$ cat src/rtl/hwcu_pkg.sv
`timescale 1ns/1ps
package hwcu_pkg;

  localparam int STEP_W = 2;
  localparam int OPC_W  = 3;

  typedef enum logic [1:0] {
    CYC_FETCH = 2'b00,
    CYC_IND   = 2'b01,
    CYC_EXEC  = 2'b10,
    CYC_INT   = 2'b11
  } cyc_e;

  localparam logic [STEP_W-1:0] T1 = 2'd0;
  localparam logic [STEP_W-1:0] T2 = 2'd1;
  localparam logic [STEP_W-1:0] T3 = 2'd2;
  localparam logic [STEP_W-1:0] T4 = 2'd3;

  localparam logic [OPC_W-1:0] OP_ADD = 3'b000;
  localparam logic [OPC_W-1:0] OP_ISZ = 3'b001;
  localparam logic [OPC_W-1:0] OP_BSA = 3'b010;

  // one bit per register transfer or strobe in the current step
  typedef struct packed {
    logic mar_pc;
    logic mar_ir;
    logic mar_save;
    logic mbr_mem;
    logic mbr_pc;
    logic mbr_inc;
    logic pc_inc;
    logic pc_ir;
    logic pc_isr;
    logic ir_all;
    logic ir_addr;
    logic acc_add;
    logic rd;
    logic wr;
    logic last;
  } ctl_t;

endpackage

$ cat src/rtl/hwcu_timer.sv
`timescale 1ns/1ps
module hwcu_timer
  import hwcu_pkg::*;
(
  input  logic              clk,
  input  logic              rst_n,
  input  logic              last,
  output logic [STEP_W-1:0] step
);

  logic [STEP_W-1:0] step_q;
  logic [STEP_W-1:0] step_d;

  always_comb begin
    if (last) step_d = T1;
    else      step_d = step_q + 1'b1;
  end

  always_ff @(posedge clk or negedge rst_n) begin
    if (!rst_n) step_q <= T1;
    else        step_q <= step_d;
  end

  assign step = step_q;

endmodule

$ cat src/rtl/hwcu_phase.sv
`timescale 1ns/1ps
module hwcu_phase
  import hwcu_pkg::*;
(
  input  logic clk,
  input  logic rst_n,
  input  logic last,
  input  logic ind_bit,
  input  logic irq,
  output cyc_e cyc,
  output logic ien
);

  cyc_e cyc_q, cyc_d;
  logic ien_q, ien_d;
  logic cyc_en;

  always_comb begin
    cyc_en = last;
    cyc_d  = cyc_q;
    ien_d  = ien_q;
    unique case (cyc_q)
      CYC_FETCH: cyc_d = ind_bit ? CYC_IND : CYC_EXEC;
      CYC_IND:   cyc_d = CYC_EXEC;
      CYC_EXEC: begin
        if (irq && ien_q) begin
          cyc_d = CYC_INT;
          ien_d = 1'b0;
        end else begin
          cyc_d = CYC_FETCH;
        end
      end
      CYC_INT:   cyc_d = CYC_FETCH;
      default:   cyc_d = CYC_FETCH;
    endcase
  end

  always_ff @(posedge clk or negedge rst_n) begin
    if (!rst_n) begin
      cyc_q <= CYC_FETCH;
      ien_q <= 1'b1;
    end else if (cyc_en) begin
      cyc_q <= cyc_d;
      ien_q <= ien_d;
    end
  end

  assign cyc = cyc_q;
  assign ien = ien_q;

endmodule

$ cat src/rtl/hwcu_decode.sv
`timescale 1ns/1ps
module hwcu_decode
  import hwcu_pkg::*;
(
  input  cyc_e              cyc,
  input  logic [STEP_W-1:0] step,
  input  logic [OPC_W-1:0]  opcode,
  input  logic              mbr_zero,
  output ctl_t              ctl
);

  always_comb begin
    ctl = '0;
    unique case (cyc)
      CYC_FETCH: begin
        unique case (step)
          T1: ctl.mar_pc = 1'b1;
          T2: begin
            ctl.rd      = 1'b1;
            ctl.mbr_mem = 1'b1;
            ctl.pc_inc  = 1'b1;
          end
          default: begin
            ctl.ir_all = 1'b1;
            ctl.last   = 1'b1;
          end
        endcase
      end
      CYC_IND: begin
        unique case (step)
          T1: ctl.mar_ir = 1'b1;
          T2: begin
            ctl.rd      = 1'b1;
            ctl.mbr_mem = 1'b1;
          end
          default: begin
            ctl.ir_addr = 1'b1;
            ctl.last    = 1'b1;
          end
        endcase
      end
      CYC_EXEC: begin
        if (opcode == OP_BSA) begin
          unique case (step)
            T1: begin
              ctl.mar_ir = 1'b1;
              ctl.mbr_pc = 1'b1;
            end
            T2: begin
              ctl.wr    = 1'b1;
              ctl.pc_ir = 1'b1;
            end
            default: begin
              ctl.pc_inc = 1'b1;
              ctl.last   = 1'b1;
            end
          endcase
        end else if (opcode == OP_ADD || opcode == OP_ISZ) begin
          unique case (step)
            T1: ctl.mar_ir = 1'b1;
            T2: begin
              ctl.rd      = 1'b1;
              ctl.mbr_mem = 1'b1;
            end
            T3: begin
              if (opcode == OP_ADD) begin
                ctl.acc_add = 1'b1;
                ctl.last    = 1'b1;
              end else begin
                ctl.mbr_inc = 1'b1;
              end
            end
            default: begin
              ctl.wr     = 1'b1;
              ctl.pc_inc = mbr_zero;
              ctl.last   = 1'b1;
            end
          endcase
        end else begin
          ctl.last = (step == T3);
        end
      end
      default: begin
        unique case (step)
          T1: ctl.mbr_pc = 1'b1;
          T2: begin
            ctl.mar_save = 1'b1;
            ctl.pc_isr   = 1'b1;
          end
          default: begin
            ctl.wr   = 1'b1;
            ctl.last = 1'b1;
          end
        endcase
      end
    endcase
  end

endmodule

$ cat src/rtl/hwcu_datapath.sv
`timescale 1ns/1ps
module hwcu_datapath
  import hwcu_pkg::*;
#(
  parameter int                DATA_W    = 16,
  parameter int                ADDR_W    = 12,
  parameter logic [ADDR_W-1:0] ISR_ADDR  = 12'h100,
  parameter logic [ADDR_W-1:0] SAVE_ADDR = 12'h0FF
) (
  input  logic              clk,
  input  logic              rst_n,
  input  ctl_t              ctl,
  input  logic [DATA_W-1:0] mem_rdata,
  output logic [ADDR_W-1:0] mem_addr,
  output logic [DATA_W-1:0] mem_wdata,
  output logic [OPC_W-1:0]  opcode,
  output logic              ind_bit,
  output logic              mbr_zero,
  output logic [ADDR_W-1:0] pc,
  output logic [DATA_W-1:0] acc
);

  localparam int PAD_W = DATA_W - ADDR_W;

  logic [ADDR_W-1:0] pc_q, pc_d, mar_q, mar_d;
  logic [DATA_W-1:0] mbr_q, mbr_d, ir_q, ir_d, acc_q, acc_d;
  logic              pc_en, mar_en, mbr_en, ir_en, acc_en;

  always_comb begin
    pc_en = ctl.pc_inc | ctl.pc_ir | ctl.pc_isr;
    if (ctl.pc_isr)     pc_d = ISR_ADDR;
    else if (ctl.pc_ir) pc_d = ir_q[ADDR_W-1:0];
    else                pc_d = pc_q + 1'b1;

    mar_en = ctl.mar_pc | ctl.mar_ir | ctl.mar_save;
    if (ctl.mar_save)    mar_d = SAVE_ADDR;
    else if (ctl.mar_ir) mar_d = ir_q[ADDR_W-1:0];
    else                 mar_d = pc_q;

    mbr_en = ctl.mbr_mem | ctl.mbr_pc | ctl.mbr_inc;
    if (ctl.mbr_mem)     mbr_d = mem_rdata;
    else if (ctl.mbr_pc) mbr_d = {{PAD_W{1'b0}}, pc_q};
    else                 mbr_d = mbr_q + 1'b1;

    ir_en = ctl.ir_all | ctl.ir_addr;
    if (ctl.ir_all) ir_d = mbr_q;
    else            ir_d = {ir_q[DATA_W-1:ADDR_W], mbr_q[ADDR_W-1:0]};

    acc_en = ctl.acc_add;
    acc_d  = acc_q + mbr_q;
  end

  always_ff @(posedge clk or negedge rst_n) begin
    if (!rst_n) pc_q <= '0;
    else if (pc_en) pc_q <= pc_d;
  end

  always_ff @(posedge clk or negedge rst_n) begin
    if (!rst_n) mar_q <= '0;
    else if (mar_en) mar_q <= mar_d;
  end

  always_ff @(posedge clk or negedge rst_n) begin
    if (!rst_n) mbr_q <= '0;
    else if (mbr_en) mbr_q <= mbr_d;
  end

  always_ff @(posedge clk or negedge rst_n) begin
    if (!rst_n) ir_q <= '0;
    else if (ir_en) ir_q <= ir_d;
  end

  always_ff @(posedge clk or negedge rst_n) begin
    if (!rst_n) acc_q <= '0;
    else if (acc_en) acc_q <= acc_d;
  end

  assign mem_addr  = mar_q;
  assign mem_wdata = mbr_q;
  assign opcode    = ir_q[DATA_W-1 -: OPC_W];
  assign ind_bit   = mbr_q[ADDR_W];
  assign mbr_zero  = (mbr_q == '0);
  assign pc        = pc_q;
  assign acc       = acc_q;

endmodule

$ cat src/rtl/hwcu_top.sv
`timescale 1ns/1ps
module hwcu_top
  import hwcu_pkg::*;
#(
  parameter int                DATA_W    = 16,
  parameter int                ADDR_W    = 12,
  parameter logic [ADDR_W-1:0] ISR_ADDR  = 12'h100,
  parameter logic [ADDR_W-1:0] SAVE_ADDR = 12'h0FF
) (
  input  logic              clk,
  input  logic              rst_n,
  input  logic              irq,
  input  logic [DATA_W-1:0] mem_rdata,
  output logic [ADDR_W-1:0] mem_addr,
  output logic [DATA_W-1:0] mem_wdata,
  output logic              mem_rd,
  output logic              mem_wr,
  output logic [ADDR_W-1:0] pc_o,
  output logic [DATA_W-1:0] acc_o,
  output logic [1:0]        cyc_o,
  output logic [1:0]        step_o
);

  logic              rst_meta_q, rst_sync_n;
  ctl_t              ctl;
  cyc_e              cyc;
  logic [STEP_W-1:0] step;
  logic [OPC_W-1:0]  opcode;
  logic              ind_bit, mbr_zero, irq_en;

  always_ff @(posedge clk or negedge rst_n) begin
    if (!rst_n) begin
      rst_meta_q <= 1'b0;
      rst_sync_n <= 1'b0;
    end else begin
      rst_meta_q <= 1'b1;
      rst_sync_n <= rst_meta_q;
    end
  end

  hwcu_timer u_timer (
    .clk   (clk),
    .rst_n (rst_sync_n),
    .last  (ctl.last),
    .step  (step)
  );

  hwcu_phase u_phase (
    .clk     (clk),
    .rst_n   (rst_sync_n),
    .last    (ctl.last),
    .ind_bit (ind_bit),
    .irq     (irq),
    .cyc     (cyc),
    .ien     (irq_en)
  );

  hwcu_decode u_decode (
    .cyc      (cyc),
    .step     (step),
    .opcode   (opcode),
    .mbr_zero (mbr_zero),
    .ctl      (ctl)
  );

  hwcu_datapath #(
    .DATA_W    (DATA_W),
    .ADDR_W    (ADDR_W),
    .ISR_ADDR  (ISR_ADDR),
    .SAVE_ADDR (SAVE_ADDR)
  ) u_dp (
    .clk       (clk),
    .rst_n     (rst_sync_n),
    .ctl       (ctl),
    .mem_rdata (mem_rdata),
    .mem_addr  (mem_addr),
    .mem_wdata (mem_wdata),
    .opcode    (opcode),
    .ind_bit   (ind_bit),
    .mbr_zero  (mbr_zero),
    .pc        (pc_o),
    .acc       (acc_o)
  );

  assign mem_rd = ctl.rd;
  assign mem_wr = ctl.wr;
  assign cyc_o  = cyc;
  assign step_o = step;

endmodule

$ cat config.mk
export PLATFORM = sky130hd
export DESIGN_NAME = hwcu_top
export DESIGN_NICKNAME = d
export VERILOG_FILES = /design/src/rtl/hwcu_pkg.sv /design/src/rtl/hwcu_timer.sv /design/src/rtl/hwcu_phase.sv /design/src/rtl/hwcu_decode.sv /design/src/rtl/hwcu_datapath.sv /design/src/rtl/hwcu_top.sv
export SDC_FILE = /design/constraint.sdc
export NUM_CORES = 1
export LEC_CHECK = 0
export BUFFER_PORTS_ARGS = -buffer_cell sky130_fd_sc_hd__clkbuf_2
export CAP_MARGIN = 10
export CORE_MARGIN = 3
export CORE_UTILIZATION = 57
export DETAILED_ROUTE_END_ITERATION = 10
export GPL_TIMING_DRIVEN = 0
export PLACE_DENSITY = 0.85
export SYNTH_ARGS = -nofsm -noshare
export SYNTH_HDL_FRONTEND = slang
export SYNTH_SLANG_ARGS = --single-unit
$ cat constraint.sdc
create_clock -name clk -period 6.9 [get_ports clk]
set_clock_uncertainty 0.15 [all_clocks]
set_input_delay 1.035 -clock clk [delete_from_list [all_inputs] [get_ports clk]]
set_output_delay 1.035 -clock clk [all_outputs]
set_load 0.01 [all_outputs]
==> results.toml, run 1 <==
[drt]
vias = 4651
wl_um = 13300
ant_nets = 0
drc = 0
drtIter0Drc = 369
drt-pass1-iter-count = 5
detail_route.wl_per_cell_um = 17.9
viasPerCell = 6.23

[clocking]
clockBufferDepth = 2
cts_sinks = 78
root_buffer = "clkbuf_8"
ctsHoldBuffers = 0
clk_latency_ns = 0.35
cts_resized = 0
clkTransAtPathRegs_ns = 0.09
cts_setup_buffers = 0
cts_buffers = 9
h-tree-depth = 3
cts_tree = "yes"

[floorplan]
dieArea_sq_mm = 0.00992
die_y_um = 99.6
ios = 81
die_w_um = 99.6
core_sq_mm = 0.00834
core.rowCount = 33
start_util = 0.599

[placed_design]
pre_cts_ws_ns = 3.78
gp_congestion = 0.956
dp_cells = 730
dpl.hpwl_um = 9940
portBuffers = 80

[grt]
grt_pass1_vias = 4464
grt_pass1_wl_um = 21700
grt_usage = 0.273
grt.overflow.total = 0
grt_max_degree = 50
grt_antenna_before_repair = 0

[timing]
final.period_utilization = 0.513
tightestPinTransition_ns = 0.566
finalSetupViolCount = 0
slew_headroom = 0.622
fin_setup_tns_ns = 0
setup_ws_ns = 3.36
rsz0062_at_grt = "no"
fmax_mhz = 282
final_max_slew_viol_count = 0
hold_viol = 0
min_period_ns = 3.54

[critical_path]
worstSetupPathType = "flip-flop to output port"
cp_max_fo = 10
crit_path_end_kind = "output port"
r2r_end = "u_dp.acc[14]$_DFFE_PN0P_"
cp-start-kind = "flip-flop"
arrival_ns = 2.36
timing.reg2reg.worst_path_depth = 9
cp.required_ns = 5.71
r2r_slack_ns = 4.31
regToRegStartpoint = "u_dp.mem_wdata[0]$_DFFE_PN0P_"

[power_and_ir_drop]
clkPwrFrac = 0.113
ir_worst_vdd_mv = 0.284
p_leak_uw = 0.00261
netSwitchingPower_uw = 1450
p_per_area_mw_per_mm2 = 525
p_int_uw = 1570
comb_power_share = 0.587
swShare = 0.480
pwr-share-seq = 0.300

[cells_and_area]
stdcell_count = 746
drive_gt1_frac = 0.234
layout_commonest_cell = "clkbuf_2"
post-route-util = 0.689
fillers = 683
insertedDiodeCount = 0
fin_nets = 682
syn_to_final_growth_pct = 15.1
final_cell_mix = "80 x clkbuf_2, 76 x dfrtp_1, 57 x a21oi_1"

[logic_synthesis]
syn_area_sq_mm = 0.00499
seq_area_frac_synth = 0.391
synth_edf_count = 0
yosys_warnings = 0
ys.flop_type = "dfrtp_1"
synthCells = 544
synth_fp_nets = 590
synth_async_sr_flop_share = 1.00
ys_ff_latch = 78
ys_types = 68
syn_area_per_cell_sq_um = 9.18

[job]
cap_violations = 0

[min_path]
hp-class = "flip-flop to asynchronous set/reset pin"

[status]
status = "finished, final reports clean"
routing by layer:
layer,wire length [um],global-route usage
met3,757,0.0323
met1,5950,0.379
met5,0,0
met4,311,0.109
met2,6300,0.435
through the flow:
stage | power (uW) | cell area (sq um) | hold slack (ns)
after floorplan | 2130 | 4990 | 0.181
after global placement | 2560 | 5520 | 0.186
after detailed placement | 2650 | 5560 | 0.117
after CTS | 3000 | 5740 | 0.117
after global routing | 3250 | 5740 | 0.137
final | 3010 | 5740 | 0.100
power groups by stage:
stage	Combinational [uW]	Sequential, uW	Clock [uW]
floorplan	1230	903	0
global placement	1660	899	0
detailed placement	1750	905	0
CTS	1760	896	347
global route	1960	927	362
finish	1770	904	340
logic make-up (layout without fill, tap and decap cells):
family / after synthesis / in the layout / share of synthesized area
simple gates: 175 / 175 / 0.177
compound gates: 158 / 158 / 0.205
flops: 78 / 78 / 0.391
buf+inv: 49 / 146 / 0.0459
mux: 33 / 33 / 0.0707
fa+ha+maj: 27 / 27 / 0.0692
xor+xnor: 23 / 23 / 0.0404
other cells: 1 / 1 / 0.000751
cell usage after synthesis, drive strengths merged (12+ instances only):
| master | number | share of area |
|---|---|---|
| mux2 | 18 | 0.041 |
| buf | 19 | 0.023 |
| mux2i | 15 | 0.030 |
| a21oi | 58 | 0.059 |
| inv | 20 | 0.015 |
| xor2 | 12 | 0.021 |
| nor2 | 39 | 0.030 |
| nand2 | 56 | 0.044 |
| o21ai | 35 | 0.037 |
| nor3 | 15 | 0.017 |
| dfrtp | 77 | 0.39 |
| ha | 26 | 0.065 |
| nand3 | 16 | 0.016 |
worst max-delay path, cell delays in order (launching register included):
cell and delay [ns]:
dfrtp_1 0.42, inv_1 0.09, ha_1 0.28, nor3b_4 0.21
o311ai_4 0.50, inv_2 0.14, buf_2 0.22, clkbuf_2 0.15
area by class of cell:
type                            count  area [sq um]  area share
Tap cell                          105           131      0.0229
Multi-Input combinational cell    417          2810       0.489
Clock buffer                        9           124      0.0216
Timing Repair Buffer               81           428      0.0745
Clock inverter                      7          65.1      0.0113
Inverter                           20          75.1      0.0131
Buffer                             29           154      0.0268
Sequential cell                    78          1960       0.341
sequential cells by signal, summed over array words and instances, names as in the netlist:
name            count
u_dp.acc           16
u_dp.mem_wdata     16
u_dp.ir_q          15
u_dp.mem_addr      12
u_dp.pc            12
u_phase.cyc         2
u_timer.step        2
rst_meta_q          1
rst_sync_n          1
u_phase.ien         1
how the worst max path moves through the flow:
stage                                    start                      end  slack, ns  cells after the start
CTS                 u_phase.cyc[0]$_DFFE_PN0N_                   mem_rd       3.40                      7
global placement          rst_sync_n$_DFF_PN0_  u_dp.acc[5]$_DFFE_PN0P_       3.54                      0
finish              u_phase.cyc[0]$_DFFE_PN0N_                   mem_rd       3.36                      7
global route        u_phase.cyc[0]$_DFFE_PN0N_                   mem_rd       3.27                      7
floorplan           u_phase.cyc[0]$_DFFE_PN0N_                   mem_rd       4.15                      6
detailed placement  u_phase.cyc[0]$_DFFE_PN0N_                   mem_rd       3.78                      7
No activity file was read; power rests on OpenSTA's default activity.
==> inputs of run 2 (changes only) <==
Clock period 6.9 ns to 3.7 ns, I/O delays scaled along.
==> results.toml, run 2 (synthesis results as in run 1) <==
[status]
status = "finished, final reports clean"

[critical_path]
r2r_slack_ns = 1.10
crit_chain = "inv_1 > ha_1 > nor3b_4 > o311ai_4 > inv_2 > buf_2 > clkbuf_2"
r2r_end = "u_dp.acc[14]$_DFFE_PN0P_"
crit_path_end_kind = "output port"
timing.reg2reg.worst_path_depth = 9
cp.required_ns = 2.99
regToRegStartpoint = "u_dp.mem_wdata[0]$_DFFE_PN0P_"
cp_slowest_cell = "o311ai_4"
cp-start-kind = "flip-flop"
critPathLaunch = "u_phase.cyc[0]$_DFFE_PN0N_"
cpPeakStageDelay_ns = 0.49
worstSetupPathType = "flip-flop to output port"
arrival_ns = 2.35
setup.worst_path.end = "mem_rd"
cp_max_fo = 10

[drt]
ant_nets = 0
detail_route.wl_per_cell_um = 17.8
wl_um = 13300
vias = 4629
drc = 0
viasPerCell = 6.20
drtIter0Drc = 320
drt-pass1-iter-count = 6

[floorplan]
die_y_um = 99.6
ios = 81
die_w_um = 99.6
dieArea_sq_mm = 0.00992
core_sq_mm = 0.00834
start_util = 0.599
core.rowCount = 33

[power_and_ir_drop]
netSwitchingPower_uw = 2700
p_leak_uw = 0.00261
p_int_uw = 2920
clkPwrFrac = 0.113
pwr-share-seq = 0.300
p_per_area_mw_per_mm2 = 978
ir_worst_vdd_mv = 0.528
comb_power_share = 0.587
swShare = 0.481

[grt]
grt_antenna_before_repair = 0
grt_max_degree = 50
grt_pass1_vias = 4465
grt_pass1_wl_um = 21800
grt_usage = 0.273
grt.overflow.total = 0

[placed_design]
gp_congestion = 0.956
dp_cells = 730
dpl.hpwl_um = 9940
portBuffers = 80

[clocking]
clockBufferDepth = 2
clk_latency_ns = 0.35
cts_tree = "yes"
cts_setup_buffers = 0
cts_buffers = 9
clkTransAtPathRegs_ns = 0.09
cts_sinks = 78
root_buffer = "clkbuf_8"
h-tree-depth = 3
cts_resized = 0

[cells_and_area]
insertedDiodeCount = 0
final_cell_mix = "80 x clkbuf_2, 76 x dfrtp_1, 57 x a21oi_1"
stdcell_count = 747
layout_commonest_cell = "clkbuf_2"
drive_gt1_frac = 0.234
syn_to_final_growth_pct = 15.3
fin_nets = 683

[timing]
fmax_mhz = 328
hold_viol = 0
rsz0062_at_grt = "no"
min_period_ns = 3.05
finalSetupViolCount = 0
fin_setup_tns_ns = 0
final_max_slew_viol_count = 0
slew_headroom = 0.629
tightestPinTransition_ns = 0.555
final.period_utilization = 0.824

[job]
cap_violations = 0

[min_path]
hp-class = "flip-flop to asynchronous set/reset pin"
## run 2: layout make-up
class	count	area (sq um)
multi-input cells	417	2810
plain buffers	29	154
clock buffers	9	124
fillers	682	2590
inverters	20	75.1
repair buffers	82	438
clock inverters	7	65.1
flip-flops and latches	78	1960
well taps	105	131
## run 2: worst min path at each step
stage / startpoint / endpoint / slack, ns / cells after the start
floorplan: rst_n / rst_meta_q$_DFF_PN0_ / 0.11 / 0
global placement: rst_n / rst_meta_q$_DFF_PN0_ / 0.19 / 1
detailed placement: rst_sync_n$_DFF_PN0_ / u_dp.mem_addr[11]$_DFFE_PN0P_ / 0.12 / 0
CTS: rst_sync_n$_DFF_PN0_ / u_dp.mem_addr[11]$_DFFE_PN0P_ / 0.12 / 0
global route: rst_sync_n$_DFF_PN0_ / u_dp.mem_addr[7]$_DFFE_PN0P_ / 0.14 / 0
finish: rst_sync_n$_DFF_PN0_ / u_dp.mem_addr[7]$_DFFE_PN0P_ / 0.10 / 0
## run 2: metrics by stage
stage	total power [uW]	area (sq um)	setup WS [ns]	util	hold WS, ns
final	5630	5750	0.650	0.690	0.103
after global routing	6060	5750	0.552	0.690	0.137
after CTS	5600	5750	0.679	0.690	0.117
after detailed placement	4940	5560	1.06	0.666	0.117
after global placement	4770	5520	0.337	0.662	0.186
after floorplan	3980	4990	1.22	-	0.109
## run 2: critical path, delay by kind of cell, from the launching register on
| kind | cells | cell delay [ns] |
|---|---|---|
| buffers and inverters | 4 | 0.60 |
| AOI/OAI and AO/OA | 1 | 0.49 |
| DFF | 1 | 0.42 |
| adders and majority gates | 1 | 0.28 |
| and+or+nand+nor | 1 | 0.21 |
## run 2: timing repair
item | CTS | global route
setup endpoints to repair | 0 | 0
hold buffers | 1 | 0
hold endpoints to repair | 2 | 0
## run 2: routing by layer
metal | track usage | share of wire
met4 | 0.109 | 0.026
met1 | 0.380 | 0.45
met5 | 0 | 0
met3 | 0.0323 | 0.053
met2 | 0.435 | 0.47
## run 2: power by group through the flow
stage                     clock network [uW]  logic, uW  registers (uW)
final                                    636       3300            1690
after global placement                     0       3100            1680
after floorplan                            0       2290            1680
after detailed placement                   0       3260            1690
after global routing                     676       3660            1730
after CTS                                648       3280            1670
